## src/rtl/mxbus_pkg.sv

```systemverilog
package mxbus_pkg;

    localparam int ADDR_W = 20;
    localparam int DATA_W = 16;
    localparam int STAT_W = ADDR_W - DATA_W;

    typedef enum logic [2:0] {
        PH_IDLE = 3'd0,
        PH_T1   = 3'd1,
        PH_T2   = 3'd2,
        PH_T3   = 3'd3,
        PH_TW   = 3'd4,
        PH_T4   = 3'd5
    } phase_e;

    typedef struct packed {
        logic              wr;
        logic              io;
        logic              hi;
        logic [ADDR_W-1:0] addr;
        logic [DATA_W-1:0] wdata;
    } bus_req_t;

    typedef struct packed {
        logic [DATA_W-1:0] ad;
        logic              ad_oe;
        logic [STAT_W-1:0] as;
        logic              as_oe;
        logic              ale;
        logic              mio;
        logic              dtr;
        logic              den;
        logic              bhe;
    } pin_set_t;

    function automatic logic [STAT_W-1:0] status_code(input logic io, input logic wr);
        logic [STAT_W-1:0] s;
        s    = '0;
        s[1] = io;
        s[0] = wr;
        return s;
    endfunction

    function automatic logic [STAT_W-1:0] upper_addr(input bus_req_t r);
        return r.io ? '0 : r.addr[ADDR_W-1:DATA_W];
    endfunction

    function automatic logic is_data_phase(input phase_e p);
        return (p == PH_T2) || (p == PH_T3) || (p == PH_TW) || (p == PH_T4);
    endfunction

endpackage

```

## src/rtl/mxbus_seq.sv

```systemverilog
module mxbus_seq
    import mxbus_pkg::*;
(
    input  logic     clk,
    input  logic     rst,
    input  logic     req_valid,
    input  bus_req_t req_in,
    input  logic     bus_ready,
    output phase_e   phase,
    output bus_req_t cur,
    output logic     to_t4,
    output logic     finish
);

    phase_e phase_nx;
    logic   accept;

    assign accept = (phase == PH_IDLE) && req_valid;
    assign to_t4  = ((phase == PH_T3) || (phase == PH_TW)) && bus_ready;
    assign finish = (phase == PH_T4);

    always_comb begin
        phase_nx = phase;
        case (phase)
            PH_IDLE: if (req_valid) phase_nx = PH_T1;
            PH_T1:   phase_nx = PH_T2;
            PH_T2:   phase_nx = PH_T3;
            PH_T3,
            PH_TW:   phase_nx = bus_ready ? PH_T4 : PH_TW;
            PH_T4:   phase_nx = PH_IDLE;
            default: phase_nx = PH_IDLE;
        endcase
    end

    always_ff @(posedge clk) begin
        if (rst) begin
            phase <= PH_IDLE;
            cur   <= '0;
        end else begin
            phase <= phase_nx;
            if (accept) cur <= req_in;
        end
    end

    // a low ready at the end of T3 or of a wait state yields another wait state
    a_r8_wait_on_low_ready: assert property (@(posedge clk) disable iff (rst)
        ((phase == PH_T3 || phase == PH_TW) && !bus_ready) |=> (phase == PH_TW));

    // the latched request only changes while idle
    a_r11_req_frozen: assert property (@(posedge clk) disable iff (rst)
        (phase != PH_IDLE) |=> $stable(cur));

endmodule

```

## src/rtl/mxbus_drive.sv

```systemverilog
module mxbus_drive
    import mxbus_pkg::*;
(
    input  phase_e   phase,
    input  bus_req_t cur,
    output pin_set_t pins
);

    logic active;
    logic data_ph;

    assign active  = (phase != PH_IDLE);
    assign data_ph = is_data_phase(phase);

    always_comb begin
        pins       = '0;
        pins.mio   = active && !cur.io;
        pins.dtr   = active && cur.wr;
        pins.bhe   = active && cur.hi;
        pins.as_oe = active;
        if (phase == PH_T1) begin
            pins.ale   = 1'b1;
            pins.ad    = cur.addr[DATA_W-1:0];
            pins.ad_oe = 1'b1;
            pins.as    = upper_addr(cur);
        end else if (data_ph) begin
            pins.as    = status_code(cur.io, cur.wr);
            pins.ad_oe = cur.wr;
            pins.ad    = cur.wr ? cur.wdata : '0;
            pins.den   = cur.wr || (phase != PH_T2);
        end
    end

endmodule

```

## src/rtl/mxbus_capture.sv

```systemverilog
module mxbus_capture
    import mxbus_pkg::*;
(
    input  logic              clk,
    input  logic              rst,
    input  logic              to_t4,
    input  logic              is_wr,
    input  logic              finish,
    input  logic [DATA_W-1:0] ad_i,
    output logic [DATA_W-1:0] rdata,
    output logic              done
);

    always_ff @(posedge clk) begin
        if (rst) begin
            rdata <= '0;
            done  <= 1'b0;
        end else begin
            done <= finish;
            if (to_t4 && !is_wr) rdata <= ad_i;
        end
    end

    // done never lasts two cycles
    a_r10_done_single: assert property (@(posedge clk) disable iff (rst)
        done |=> !done);

endmodule

```

## src/rtl/mxbus_cycle_engine.sv

```systemverilog
module mxbus_cycle_engine
    import mxbus_pkg::*;
(
    input  logic              clk,
    input  logic              rst,
    input  logic              req_valid,
    input  logic              req_write,
    input  logic              req_io,
    input  logic [ADDR_W-1:0] req_addr,
    input  logic [DATA_W-1:0] req_wdata,
    input  logic              req_hi_en,
    output logic              req_ready,
    input  logic              bus_ready,
    input  logic [DATA_W-1:0] ad_i,
    output logic [DATA_W-1:0] ad_o,
    output logic              ad_oe,
    output logic [STAT_W-1:0] as_o,
    output logic              as_oe,
    output logic              ale,
    output logic              mio,
    output logic              dtr,
    output logic              den,
    output logic              bhe,
    output logic [DATA_W-1:0] rdata,
    output logic              done
);

    bus_req_t req_in;
    bus_req_t cur;
    phase_e   phase;
    pin_set_t pins;
    logic     to_t4;
    logic     finish;

    assign req_in = '{wr: req_write, io: req_io, hi: req_hi_en,
                      addr: req_addr, wdata: req_wdata};

    mxbus_seq u_seq (
        .clk       (clk),
        .rst       (rst),
        .req_valid (req_valid),
        .req_in    (req_in),
        .bus_ready (bus_ready),
        .phase     (phase),
        .cur       (cur),
        .to_t4     (to_t4),
        .finish    (finish)
    );

    mxbus_drive u_drive (
        .phase (phase),
        .cur   (cur),
        .pins  (pins)
    );

    mxbus_capture u_cap (
        .clk    (clk),
        .rst    (rst),
        .to_t4  (to_t4),
        .is_wr  (cur.wr),
        .finish (finish),
        .ad_i   (ad_i),
        .rdata  (rdata),
        .done   (done)
    );

    assign req_ready = (phase == PH_IDLE);
    assign ad_o      = pins.ad;
    assign ad_oe     = pins.ad_oe;
    assign as_o      = pins.as;
    assign as_oe     = pins.as_oe;
    assign ale       = pins.ale;
    assign mio       = pins.mio;
    assign dtr       = pins.dtr;
    assign den       = pins.den;
    assign bhe       = pins.bhe;

    // idle means the shared lines are released
    a_r1_idle_released: assert property (@(posedge clk) disable iff (rst)
        req_ready |-> (!ad_oe && !as_oe && !den && !ale));

    // the address strobe lasts one cycle
    a_r4_ale_one_cycle: assert property (@(posedge clk) disable iff (rst)
        ale |=> !ale);

    // in a receive phase the block never drives the lower lines
    a_r7_read_no_drive: assert property (@(posedge clk) disable iff (rst)
        (den && !dtr) |-> !ad_oe);

    // wait states keep bus outputs as they were
    a_r8_wait_hold: assert property (@(posedge clk) disable iff (rst)
        (phase == PH_TW) |-> ($stable(ad_o) && $stable(as_o) && $stable(den) && $stable(ad_oe)));

    // captured read data is not disturbed at completion
    a_r9_rdata_held: assert property (@(posedge clk) disable iff (rst)
        done |-> $stable(rdata));

endmodule

```

## config.mk

```make
export PLATFORM = sky130hd
export DESIGN_NAME = mxbus_cycle_engine
export DESIGN_NICKNAME = d
export VERILOG_FILES = /design/src/rtl/mxbus_pkg.sv /design/src/rtl/mxbus_seq.sv /design/src/rtl/mxbus_drive.sv /design/src/rtl/mxbus_capture.sv /design/src/rtl/mxbus_cycle_engine.sv
export SDC_FILE = /design/constraint.sdc
export NUM_CORES = 1
export LEC_CHECK = 0
export BUFFER_PORTS_ARGS = -buffer_cell sky130_fd_sc_hd__buf_2
export CORE_MARGIN = 4
export CORE_UTILIZATION = 40
export CTS_CLUSTER_SIZE = 20
export DETAILED_ROUTE_END_ITERATION = 8
export PLACE_DENSITY = 0.69
export SYNTH_ARGS = -nofsm -noshare
export SYNTH_HDL_FRONTEND = slang
export SYNTH_SLANG_ARGS = --single-unit
```

## constraint.sdc

```tcl
create_clock -name clk -period 2.45 [get_ports clk]
set_clock_uncertainty 0.05 [all_clocks]
set_input_delay 0.3675 -clock clk [delete_from_list [all_inputs] [get_ports clk]]
set_output_delay 0.3675 -clock clk [all_outputs]
set_load 0.03 [all_outputs]
```

* Yosys cells after proc, flatten, opt, wreduce, memory -nomap -nowiden
Cells that the tools add are included.
** Cells by class
- Muxes and demuxes :: 10
- Reductions and logical operators :: 16
- Eq/ne operators :: 7
** Operators with widths (count)
- two-way mux 21 bit :: 2
- two-way mux 16 bit :: 1
- one-hot mux 3 bit (4 select lines) :: 1
- == test 3 x 2 -> 1 bit, second input constant :: 2
- == test 3 bit, second input constant :: 2
- logical AND 1 bit :: 6
- logical OR 1 bit :: 5
- two-way mux 1 bit :: 4
- two-way mux 4 bit :: 1
- == test 3 x 1 -> 1 bit, second input constant :: 1
- logical NOT 3 bit :: 1
- two-way mux 3 bit :: 1
- != test 3 x 2 -> 1 bit, second input constant :: 1
- nonzero test 3 bit :: 1
- logical NOT 1 bit :: 2
- != test 2 bit, second input constant :: 1
- OR reduction 2 bit :: 1
** Storage, ports and cells
- Input port bits :: 59
- Word-level logic and storage cells :: 41
- Output and inout bits :: 45
- Register bits :: 59

* Depth between registers and ports, before layout
- Depth in word-level cells :: 6
- Gate-level depth with buffers :: 7
- Gate-level depth less buffers :: 5

* By module
Synthesis repeated with hierarchy kept, for this count alone.
** Second synthesis, totals
- Cells, all modules :: 366
- Area total of the unflattened synthesis :: 3130.5 um2
** Modules (own cells, without submodules)
- mxbus_seq :: times used 1, area an instance 1510.2 um2, cells an instance 188, sequential area each 840.8 um2
- mxbus_drive :: times used 1, area an instance 819.5 um2, cells an instance 104, sequential area each 0.0 um2
- mxbus_capture :: times used 1, area an instance 790.8 um2, cells an instance 73, sequential area each 340.3 um2
- mxbus_cycle_engine :: times used 1, area an instance 10.0 um2, cells an instance 1, sequential area each 0.0 um2

* Least setup slack after synthesis
Ideal clock, no wire load.
- Kind :: register to register
- From :: register u_seq.phase[0]
- To :: register u_seq.phase[0]
- Path buffers :: 1
- Clock period less this slack :: 2.294 ns
- Cell stages (with the launch flop) :: 5
- Arrival :: 2.125 ns
- Slack :: 0.156 ns
- Required time :: 2.281 ns
- Setup time :: 0.119 ns
- Path through :: dfxtp_1 > buf_2 > nor3_1 > inv_1 > o221a_2
** On the way
- Elaborated cells between the ends (all ways) :: 8
** RTL lines
- from (decl) :: line mxbus_seq.sv:9 : output phase_e phase,
- from (signal assigned) :: line mxbus_seq.sv:40 : phase <= phase_nx;
- logical NOT 3 bit *
- named net req_ready :: line mxbus_cycle_engine.sv:12 : output logic req_ready,
- one-hot mux 3 bit (4 select lines) / != test 2 bit (equally long branches)
The timed path passes the listed nets; every way through them passes the cells marked *.
A chain may end at the register's enable or synchronous reset.

* Final worst setup path
- From :: register u_seq.phase[2]
- To :: output port ad_o[12]
** On the way
- Word-level cells in the longest chain between the ends :: 6
- Elaborated cells between the ends (all ways) :: 10
** Ends and longest elaborated chain
- == test 3 x 2 -> 1 bit :: line mxbus_pkg.sv:49 : return (p == PH_T2) || (p == PH_T3) || (p == PH_TW) || (p == PH_T4);
- logical OR 1 bit (3 in series) :: line mxbus_pkg.sv:49
- two-way mux 21 bit :: line mxbus_drive.sv:26 : end else if (data_ph) begin
- two-way mux 21 bit * :: line mxbus_drive.sv:21 : if (phase == PH_T1) begin
- to (decl) :: line mxbus_cycle_engine.sv:15 : output logic [DATA_W-1:0] ad_o,
Mark *: on every way between the ends. The rest lies on a longest branch, timed or not.

==> impl_metrics.sql <==
INSERT INTO impl_metrics (metric_group, metric, value, unit) VALUES
('status', 'run_status', 'complete, no violations', ''),
('power', 'cellLeakagePower', '1.494', 'nW'),
('logic_synthesis', 'syn-num-nets', '360', ''),
('setup_path', 'critPathLaunchType', 'flip-flop', ''),
('sta', 'tightest_slew', '0.8206', 'ns'),
('sta', 'rsz0062_at_grt', 'no', ''),
('cells_and_area', 'n_antenna_cell', '0', ''),
('logic_synthesis', 'synth.lib_cells_used.distinct', '33', ''),
('hold_path', 'hold_path.startpoint', 'req_wdata[11]', ''),
('routing', 'dr.first_iter.drc_count', '70', ''),
('die', 'die_w', '86.60', 'µm'),
('grt', 'globalRoute.totalOverflow', '0', ''),
('setup_path', 'critical_path_type', 'flip-flop to output pin', ''),
('sta', 'setup_violations', '0', ''),
('placement', 'dp.cells', '463', ''),
('grt', 'grtUsageTotal', '0.1728', ''),
('run', 'count_of_maximum_capacitance_violations', '0', ''),
('die', 'initial_core_util', '0.4149', ''),
('sta', 'timing.final.crit_share', '0.9326', ''),
('setup_path', 'crit_path_max_incr_delay', '0.37', 'ns'),
('cells_and_area', 'finalNonFillerCells', '480', ''),
('placement', 'place_worst_setup_slack', '0.4607', 'ns'),
('routing', 'antenna_violating_nets_post_route', '0', ''),
('cts', 'cts_inserted_buffers', '9', ''),
('sta', 'totalNegativeSetupSlack', '0', 'ns'),
('routing', 'vias_per_cell', '4.871', ''),
('sta', 'hold_ws', '0.2098', 'ns'),
('setup_path', 'rr_startpoint', 'u_seq.phase[0]', ''),
('hold_path', 'holdPathEnd', 'u_seq.cur[11]', ''),
('logic_synthesis', 'synth-edff-count', '0', ''),
('cts', 'numClockSinks', '59', ''),
('routing', 'remaining_drc_errors', '0', ''),
('setup_path', 'critical_path_peak_fanout', '8', ''),
('sta', 'timing.final.max_slew_violations', '0', ''),
('sta', 'worst_slew_margin_rel', '0.4529', ''),
('logic_synthesis', 'postSynthRegisterBits', '59', ''),
('cells_and_area', 'layout_commonest_cell', 'sky130_fd_sc_hd__nand2_1', ''),
('sta', 'post-route-worst-setup-slack', '0.1651', 'ns'),
('cells_and_area', 'final_layout_size_suffix_gt1_frac', '0.3333', ''),
('setup_path', 'worst_r2r_path_depth', '4', ''),
('hold_path', 'timing.hold.worst_path_depth', '3', ''),
('hold_path', 'hold_wc_path_type', 'input port to flip-flop', ''),
('sta', 'final-hold-violation-count', '0', ''),
('power', 'peakVddDrop', '561.6', 'µV'),
('logic_synthesis', 'asyncSetResetFlopFracSynth', '0', ''),
('die', 'placement_rows', '28', ''),
('cts', 'cts_repair_resizes', '0', ''),
('setup_path', 'critical-path-slowest-cell', 'sky130_fd_sc_hd__dfxtp_2', ''),
('setup_path', 'worst_ep_required_time', '2.03', 'ns'),
('grt', 'pin_count_of_the_biggest_net_entering_global_routing', '42', ''),
('cts', 'cts-htree-levels', '3', ''),
('routing', 'route.vias.total', '2338', ''),
('sta', 'finalWorstPathRequiredPeriod', '2.285', 'ns'),
('cells_and_area', 'final_cell_area', '0.003274', 'mm²'),
('logic_synthesis', 'synthesis.yosys.warnings', '0', ''),
('routing', 'dr.pass1.iters', '4', ''),
('cts', 'clockBufferDepth', '2', ''),
('die', 'coreArea', '0.005956', 'mm²'),
('cts', 'cts_tree', 'done', ''),
('die', 'top_level_ports', '104', ''),
('setup_path', 'critPathCaptureType', 'output pin', ''),
('logic_synthesis', 'syn_area', '0.002471', 'mm²'),
('logic_synthesis', 'post_synth.cell_area_avg', '8.237', 'µm²'),
('cts', 'clkTransAtPathRegs', '0.07', 'ns'),
('setup_path', 'timing.critical_path.cells', 'inv_1 -> ha_1 -> nand2_1 -> nor2_2 -> buf_4 -> a22o_1 -> buf_2', ''),
('placement', 'port_buffers', '103', ''),
('cells_and_area', 'layout.cells.most_common_list', '113 x sky130_fd_sc_hd__nand2_1, 103 x sky130_fd_sc_hd__buf_2, 58 x sky130_fd_sc_hd__dfxtp_1', ''),
('placement', 'place.detailed.hpwl', '4282', 'µm'),
('cts', 'buffers_inserted_by_post_cts_timing_repair', '0', ''),
('cts', 'cts_root_buffer', 'sky130_fd_sc_hd__clkbuf_8', ''),
('setup_path', 'worstPathArrival', '1.87', 'ns');
## worst max path at each step
stage,start,end,cells past startpoint
3_3_place_gp,u_seq.phase[1],u_seq.cur[20],4
2_1_floorplan,u_seq.phase[0],u_seq.phase[0],4
5_1_grt,u_seq.phase[2],ad_o[2],7
3_5_place_dp,u_seq.phase[2],ad_o[6],7
4_1_cts,u_seq.phase[2],ad_o[6],7
6_report,u_seq.phase[2],ad_o[12],7
## logic make-up (layout without fill, tap and decap cells)
group | count (synthesis) | after routing | share of synthesized area
adder cells (fa/ha/maj) | 1 | 1 | 0.005062
multiplexers | 16 | 16 | 0.06481
XOR/XNOR | 1 | 1 | 0.003545
AND/OR/NAND/NOR | 132 | 132 | 0.2294
flip-flops | 59 | 59 | 0.4780
AO/OA/AOI/OAI | 64 | 64 | 0.1656
buffers and inverters | 27 | 132 | 0.05367
## synthesized netlist by cell type, types with 2 or more instances
library cell,instances,share of area
sky130_fd_sc_hd__nand2b_1,2,0.0051
sky130_fd_sc_hd__and2_1,2,0.0051
sky130_fd_sc_hd__nor2_1,2,0.0030
sky130_fd_sc_hd__inv_1,3,0.0046
sky130_fd_sc_hd__a21oi_1,42,0.085
sky130_fd_sc_hd__buf_2,7,0.014
sky130_fd_sc_hd__a22o_1,16,0.057
sky130_fd_sc_hd__mux2i_1,16,0.065
sky130_fd_sc_hd__clkbuf_1,13,0.020
sky130_fd_sc_hd__nand2_1,113,0.17
sky130_fd_sc_hd__nor2b_1,3,0.0076
sky130_fd_sc_hd__nor3_1,2,0.0041
sky130_fd_sc_hd__dfxtp_1,59,0.48
## stage by stage
step / total power [mW] / utilization
global placement: 2.481 / 0.5090
finish: 3.481 / 0.5498
CTS: 3.516 / 0.5473
global route: 3.708 / 0.5498
floorplan: 2.159 / -
detailed placement: 2.499 / 0.5090
## report_power, final
part           leakage, nW  switching, mW  internal, mW
logic                0.900          0.838         0.414
clock network        0.113          0.379         0.627
registers            0.482          0.100          1.12
## per-layer routing
layer  part of all wire  wire length, µm  up-vias  GRT usage
met5                  0                0        -          0
met1               0.43             2758     1058     0.1938
met3              0.094              597        6    0.08555
li1                   -                -     1193          -
met4             0.0091               58        0    0.04816
met2               0.46             2946       81     0.2900
## critical path, delay by kind of cell, from the launching register on
kind / cells / cell delay (ns)
flops: 1 / 0.37
compound gates: 1 / 0.14
fa+ha+maj: 1 / 0.31
simple gates: 2 / 0.24
buf+inv: 3 / 0.47
## final cells by class
| class | instances | area (µm²) |
|---|---|---|
| Clock inverter | 4 | 72.57 |
| Sequential cell | 59 | 1182 |
| Fill cell | 605 | 2681 |
| Inverter | 4 | 15.01 |
| Timing Repair Buffer | 112 | 586.8 |
| Tap cell | 75 | 93.84 |
| Clock buffer | 12 | 155.1 |
| Multi-Input combinational cell | 214 | 1169 |
## sequential cells by signal (all words and copies together), names as in the netlist
name,count
u_seq.cur,39
u_cap.done,1
u_seq.phase,3
u_cap.rdata,16
Note: power is estimated with default switching activity, not from simulation.
